`config.mk`:
```
export PLATFORM = sky130hd
export DESIGN_NAME = uart_modem_ctrl
export DESIGN_NICKNAME = d
export VERILOG_FILES = /design/src/rtl/uart_mdm_pkg.sv /design/src/rtl/uart_mdm_sync.sv /design/src/rtl/uart_mdm_ctl.sv /design/src/rtl/uart_mdm_sts.sv /design/src/rtl/uart_modem_ctrl.sv
export SDC_FILE = /design/constraint.sdc
export NUM_CORES = 1
export LEC_CHECK = 0
export ABC_AREA = 1
export BUFFER_PORTS_ARGS = -buffer_cell sky130_fd_sc_hd__buf_2
export CORE_MARGIN = 1.5
export CORE_UTILIZATION = 46
export DETAILED_ROUTE_END_ITERATION = 10
export PLACE_DENSITY_LB_ADDON = 0.08
export SYNTH_ARGS = -nofsm -noshare
export SYNTH_HDL_FRONTEND = slang
export SYNTH_SLANG_ARGS = --single-unit
```
`constraint.sdc`:
```
create_clock -name clk -period 1.07 [get_ports clk]
set_input_delay 0.1605 -clock clk [delete_from_list [all_inputs] [get_ports clk]]
set_output_delay 0.1605 -clock clk [all_outputs]
set_load 0.03 [all_outputs]
```
`src/rtl/uart_mdm_pkg.sv`:
```
package uart_mdm_pkg;
  localparam int REG_W   = 8;
  localparam int NLINES  = 4;
  localparam int CTL_USED = 5;

  // line index order shared by status state and change flags
  localparam int LN_CTS = 0;
  localparam int LN_DSR = 1;
  localparam int LN_RI  = 2;
  localparam int LN_DCD = 3;

  typedef logic [NLINES-1:0] mdm_lines_t;

  // packed so that bit positions match the readback word
  typedef struct packed {
    logic loop;
    logic out2;
    logic out1;
    logic rts;
    logic dtr;
  } mdm_ctl_t;
endpackage

```
`src/rtl/uart_mdm_sync.sv`:
```
module uart_mdm_sync #(
  parameter int                WIDTH   = 1,
  parameter int                STAGES  = 2,
  parameter logic [WIDTH-1:0]  RST_VAL = '1
) (
  input  logic             clk,
  input  logic             rst,
  input  logic [WIDTH-1:0] d,
  output logic [WIDTH-1:0] q
);
  logic [WIDTH-1:0] stg [STAGES];

  for (genvar i = 0; i < STAGES; i++) begin : g_stage
    if (i == 0) begin : g_first
      always_ff @(posedge clk) begin
        if (rst) stg[i] <= RST_VAL;
        else     stg[i] <= d;
      end
    end else begin : g_next
      always_ff @(posedge clk) begin
        if (rst) stg[i] <= RST_VAL;
        else     stg[i] <= stg[i-1];
      end
    end
  end

  assign q = stg[STAGES-1];
endmodule

```
`src/rtl/uart_mdm_ctl.sv`:
```
module uart_mdm_ctl
  import uart_mdm_pkg::*;
(
  input  logic             clk,
  input  logic             rst,
  input  logic             wr_en,
  input  logic [REG_W-1:0] wr_data,
  output logic [REG_W-1:0] rd_data,
  output mdm_ctl_t         ctl,
  output logic             dtr_n,
  output logic             rts_n,
  output logic             out1_n,
  output logic             out2_n,
  input  logic             core_txd,
  output logic             pin_txd,
  input  logic             rxd_sync,
  output logic             core_rxd,
  input  logic             irq_in,
  output logic             irq_out
);
  mdm_ctl_t ctl_q;
  logic     unused_hi;

  assign unused_hi = ^wr_data[REG_W-1:CTL_USED];

  always_ff @(posedge clk) begin
    if (rst)        ctl_q <= '0;
    else if (wr_en) ctl_q <= mdm_ctl_t'(wr_data[CTL_USED-1:0]);
  end

  assign ctl     = ctl_q;
  assign rd_data = {{(REG_W-CTL_USED){1'b0}}, ctl_q};

  // registered pin drivers; loopback forces the idle level
  always_ff @(posedge clk) begin
    if (rst) begin
      dtr_n    <= 1'b1;
      rts_n    <= 1'b1;
      out1_n   <= 1'b1;
      out2_n   <= 1'b1;
      pin_txd  <= 1'b1;
      core_rxd <= 1'b1;
      irq_out  <= 1'b0;
    end else begin
      dtr_n    <= ctl_q.loop | ~ctl_q.dtr;
      rts_n    <= ctl_q.loop | ~ctl_q.rts;
      out1_n   <= ctl_q.loop | ~ctl_q.out1;
      out2_n   <= ctl_q.loop | ~ctl_q.out2;
      pin_txd  <= ctl_q.loop | core_txd;
      core_rxd <= ctl_q.loop ? core_txd : rxd_sync;
      irq_out  <= irq_in & ctl_q.out2;
    end
  end

  a_r8_loop_pins_idle: assert property (@(posedge clk) disable iff (rst)
    ctl_q.loop |=> (dtr_n && rts_n && out1_n && out2_n && pin_txd));
  a_r8_loop_return: assert property (@(posedge clk) disable iff (rst)
    ctl_q.loop |=> (core_rxd == $past(core_txd)));
  a_r10_irq_gated: assert property (@(posedge clk) disable iff (rst)
    !ctl_q.out2 |=> !irq_out);
  a_r3_txd_follows: assert property (@(posedge clk) disable iff (rst)
    !ctl_q.loop |=> (pin_txd == $past(core_txd)));
endmodule

```
`src/rtl/uart_mdm_sts.sv`:
```
module uart_mdm_sts
  import uart_mdm_pkg::*;
(
  input  logic             clk,
  input  logic             rst,
  input  logic             rd_en,
  input  logic             loop,
  input  mdm_lines_t       ctl_lines,
  input  mdm_lines_t       ext_lines,
  output logic [REG_W-1:0] rd_data,
  output logic             irq
);
  mdm_lines_t src;
  mdm_lines_t cur_q;
  mdm_lines_t delta_q;
  mdm_lines_t chg;
  mdm_lines_t delta_nx;

  assign src = loop ? ctl_lines : ext_lines;
  assign chg = src ^ cur_q;

  always_comb begin
    delta_nx = rd_en ? '0 : delta_q;
    delta_nx = delta_nx | chg;
  end

  always_ff @(posedge clk) begin
    if (rst) begin
      cur_q   <= '0;
      delta_q <= '0;
    end else begin
      cur_q   <= src;
      delta_q <= delta_nx;
    end
  end

  assign rd_data = {cur_q, delta_q};
  assign irq     = |delta_q;

  a_r5_flag_holds: assert property (@(posedge clk) disable iff (rst)
    !rd_en |=> ((delta_q & $past(delta_q)) == $past(delta_q)));
  a_r5_change_flagged: assert property (@(posedge clk) disable iff (rst)
    ((cur_q ^ $past(cur_q)) & ~delta_q) == '0);
  a_r6_read_clears: assert property (@(posedge clk) disable iff (rst)
    (rd_en && src == cur_q) |=> (delta_q == '0));
  a_r7_loop_source: assert property (@(posedge clk) disable iff (rst)
    loop |=> (cur_q == $past(ctl_lines)));
endmodule

```
`src/rtl/uart_modem_ctrl.sv`:
```
module uart_modem_ctrl
  import uart_mdm_pkg::*;
#(
  parameter int SYNC_STAGES = 2
) (
  input  logic             clk,
  input  logic             rst,
  input  logic             ctl_wr_en,
  input  logic [REG_W-1:0] ctl_wr_data,
  output logic [REG_W-1:0] ctl_rd_data,
  input  logic             sts_rd_en,
  output logic [REG_W-1:0] sts_rd_data,
  input  logic             cts_n,
  input  logic             dsr_n,
  input  logic             ri_n,
  input  logic             dcd_n,
  output logic             dtr_n,
  output logic             rts_n,
  output logic             out1_n,
  output logic             out2_n,
  input  logic             core_txd,
  output logic             pin_txd,
  input  logic             pin_rxd,
  output logic             core_rxd,
  input  logic             irq_in,
  output logic             irq_out,
  output logic             msr_irq
);
  localparam int SYNC_W = NLINES + 1;

  logic [SYNC_W-1:0] raw_in;
  logic [SYNC_W-1:0] syn_in;
  mdm_lines_t        ext_lines;
  mdm_lines_t        ctl_lines;
  mdm_ctl_t          ctl;

  assign raw_in = {pin_rxd, dcd_n, ri_n, dsr_n, cts_n};

  uart_mdm_sync #(
    .WIDTH  (SYNC_W),
    .STAGES (SYNC_STAGES),
    .RST_VAL({SYNC_W{1'b1}})
  ) u_sync (
    .clk(clk),
    .rst(rst),
    .d  (raw_in),
    .q  (syn_in)
  );

  assign ext_lines = ~syn_in[NLINES-1:0];
  assign ctl_lines = {ctl.out2, ctl.out1, ctl.rts, ctl.dtr};

  uart_mdm_ctl u_ctl (
    .clk     (clk),
    .rst     (rst),
    .wr_en   (ctl_wr_en),
    .wr_data (ctl_wr_data),
    .rd_data (ctl_rd_data),
    .ctl     (ctl),
    .dtr_n   (dtr_n),
    .rts_n   (rts_n),
    .out1_n  (out1_n),
    .out2_n  (out2_n),
    .core_txd(core_txd),
    .pin_txd (pin_txd),
    .rxd_sync(syn_in[NLINES]),
    .core_rxd(core_rxd),
    .irq_in  (irq_in),
    .irq_out (irq_out)
  );

  uart_mdm_sts u_sts (
    .clk      (clk),
    .rst      (rst),
    .rd_en    (sts_rd_en),
    .loop     (ctl.loop),
    .ctl_lines(ctl_lines),
    .ext_lines(ext_lines),
    .rd_data  (sts_rd_data),
    .irq      (msr_irq)
  );

  a_r9_irq_tracks_flags: assert property (@(posedge clk) disable iff (rst)
    msr_irq |-> (sts_rd_data[NLINES-1:0] != '0));
endmodule

```
==> results.json <==
{
  "area_growth_pct": 28.4,
  "detailroute.wirelength.met2_mm": 1.05,
  "post_drt_via_cell_ratio": 4.56,
  "diodes": 0,
  "fin_ws_ns": -0.0374,
  "die_w_um": 51.6,
  "cts_buffer_depth": 2,
  "syn_area_mm2": 0.00108,
  "fin_worst_skew_ns": 0.00275,
  "rr_endpoint": "u_sts.delta_q[3]",
  "grt.overflow.total": 0,
  "path_delay_family": "flip-flops",
  "drc": 0,
  "wl_per_cell_um": 10.5,
  "crit_fanout": 3,
  "io_buffers": 36,
  "slew_viol_final": 0,
  "p_leak_nw": 0.708,
  "grt_setup_unrepaired": "true",
  "vias": 908,
  "finalCriticalPeriod_ns": 1.11,
  "synth_top_area_cell": "dfxtp_1",
  "critPathArrivalTime_ns": 0.95,
  "fmax_ghz": 0.903,
  "ctsHoldBuffers": 0,
  "violations": "setup timing",
  "hold_class": "in2reg",
  "slowest_delay_ns": 0.34,
  "initial_core_util": 0.490,
  "grt_pass1_vias": 835,
  "synth_compound_area_frac": 0.0715,
  "cts.reportedPaths.clkPinSlew_ns": 0.08,
  "clock-sinks": 30,
  "clkLatencyLatePin_ns": 0.32,
  "whs_path_depth": 2,
  "dr_wl_met3_um": 126,
  "cts_tree": "yes",
  "track_usage": 0.182,
  "fin_util": 0.630,
  "fillers": 223,
  "hpwlAfterDp_mm": 1.48,
  "netlist_instances": 129,
  "synthTopCellsByArea": "dfxtp_1, nand2_1, or2_2",
  "finalCritPeriodShare": 1.03,
  "finalSetupViolCount": 1,
  "ff2ff_path_depth": 6,
  "ys_seq_area_frac": 0.554,
  "r2r_start": "u_ctl.ctl[4]",
  "required_ns": 0.91,
  "status": "complete, but fails checks",
  "cp-start-kind": "flop",
  "holdPathEnd": "u_sync.stg[0][3]",
  "yosys_warnings": 0,
  "drt.antenna.violating_nets": 0,
  "met1_length_um": 895,
  "crit_type": "reg2out",
  "cts_made_buffers": 5,
  "crit_path_end_kind": "primary output",
  "reg2reg_setup_slack_ns": 0.12,
  "synth-xor-area-share": 0,
  "dpl_cell_area_mm2": 0.00127,
  "syn_area_per_cell_um2": 8.41,
  "first_pass_iters": 4,
  "fp-row-count": 17,
  "setup_tns_ns": -0.0374,
  "crit_buf_inv": 1,
  "antenna_found_initial": 0,
  "place.gp.congestion": 0.713,
  "slowest_stage": "dfxtp_2",
  "synth_top_family_by_area": "simple AND/OR/NAND/NOR gates",
  "ys_types": 17,
  "core_mm2": 0.00221,
  "finalNetCount": 190,
  "synthMuxAreaShare": 0,
  "drv_cap": 0,
  "yosys.area_share.simple": 0.253,
  "top_layer": "met4",
  "drtIter0Drc": 21,
  "cellPowerDensity_mw_per_mm2": 1600,
  "hp-start": "dcd_n",
  "routed_wl_mm": 2.10,
  "stdcell_area_mm2": 0.00139,
  "h-tree-depth": 2,
  "synth_top_area_frac": 0.554,
  "whs_ns": 0.0213,
  "synth_fa_ha_area_frac": 0,
  "drive_above_1_share": 0.404,
  "cts-root-buf": "clkbuf_4",
  "grt_max_degree": 13,
  "ys_seq_elements": 30,
  "grt_pass1_wl_mm": 3.48,
  "crit_cells": 3,
  "finalHoldViolCount": 0,
  "path_cells": "nor2_2 -> nand2_1 -> buf_6",
  "ioPinCount": 43,
  "die_area_mm2": 0.00266,
  "ir_drop_v": 0.000859,
  "dieHeight_um": 51.6
}
layout by cell type (no fill, tap or decap), drive strengths merged:
cell,n
buf,40
conb,3
or2,10
a21oi,9
clkinv,1
clkbuf,8
inv,16
nand3,9
nand2,31
nand3b,4
o211ai,1
o21ai,5
dfxtp,30
nor2,4
flip-flops by register name, summed over array words and instances (netlist names):
| register | count |
|---|---|
| u_ctl.dtr_n | 1 |
| u_sts.delta_q | 4 |
| u_ctl.pin_txd | 1 |
| u_sts.cur_q | 4 |
| u_ctl.out1_n | 1 |
| u_ctl.irq_out | 1 |
| u_ctl.core_rxd | 1 |
| u_sync.stg | 10 |
| u_ctl.ctl | 5 |
| u_ctl.rts_n | 1 |
| u_ctl.out2_n | 1 |
synthesized netlist by cell type:
cell and number:
o211ai_1 1, a21oi_1 9, nor2_1 4, inv_1 15, nand3b_1 4, buf_4 4, clkinv_1 1, nand2_1 29
buf_6 2, dfxtp_1 30, nand3_1 9, nand2_2 2, inv_4 1, buf_2 2, or2_2 10, conb_1 1
o21ai_0 5
through the flow:
step	instances	total power, W	setup WS (ns)
2_1_floorplan	131	0.00151	0.0842
3_3_place_gp	190	0.00160	-0.0271
3_5_place_dp	190	0.00161	-0.0570
4_1_cts	197	0.00222	-0.0506
5_1_grt	199	0.00236	-0.0969
6_report	199	0.00222	-0.0374
metal layers:
layer / vias up / global-route usage
met5: - / 0
met4: 0 / 0.0658
met3: 5 / 0.0805
met2: 32 / 0.312
met1: 397 / 0.199
li1: 474 / -
where the power goes:
part | internal (W) | switching [W]
registers | 0.00118 | 0.0000433
logic | 0.000160 | 0.000245
clock network | 0.000247 | 0.000345
worst max path at each step:
stage	to	slack [ns]	from
after global routing	msr_irq	-0.1	u_sts.delta_q[0]
after CTS	msr_irq	-0.05	u_sts.delta_q[3]
after global placement	u_sts.delta_q[0]	-0.03	u_ctl.ctl[4]
after floorplan	u_sts.delta_q[3]	0.08	u_ctl.ctl[3]
final	msr_irq	-0.04	u_sts.delta_q[2]
after detailed placement	u_sts.delta_q[1]	-0.06	u_ctl.ctl[4]
timing repair:
action / in CTS / in global routing
resized for setup: 15 / 13
setup buffers: 0 / 2
endpoints found under the setup margin: 10 / 10
gates cloned: 0 / 0
pin swaps: 2 / 1
cell families after synthesis:
family / Yosys count
AOI/OAI and AO/OA: 15
buffers and inverters: 25
DFF: 30
and+or+nand+nor: 58
other: 1
layout make-up:
| type | count | area [um2] | area share |
|---|---|---|---|
| Tap cell | 28 | 35.0 | 0.0252 |
| Multi-Input combinational cell | 76 | 368 | 0.264 |
| Inverter | 17 | 66.3 | 0.0476 |
| Clock buffer | 7 | 45.0 | 0.0323 |
| Timing Repair Buffer | 41 | 265 | 0.190 |
| Sequential cell | 30 | 613 | 0.440 |
(Power assumes the default switching activity.)
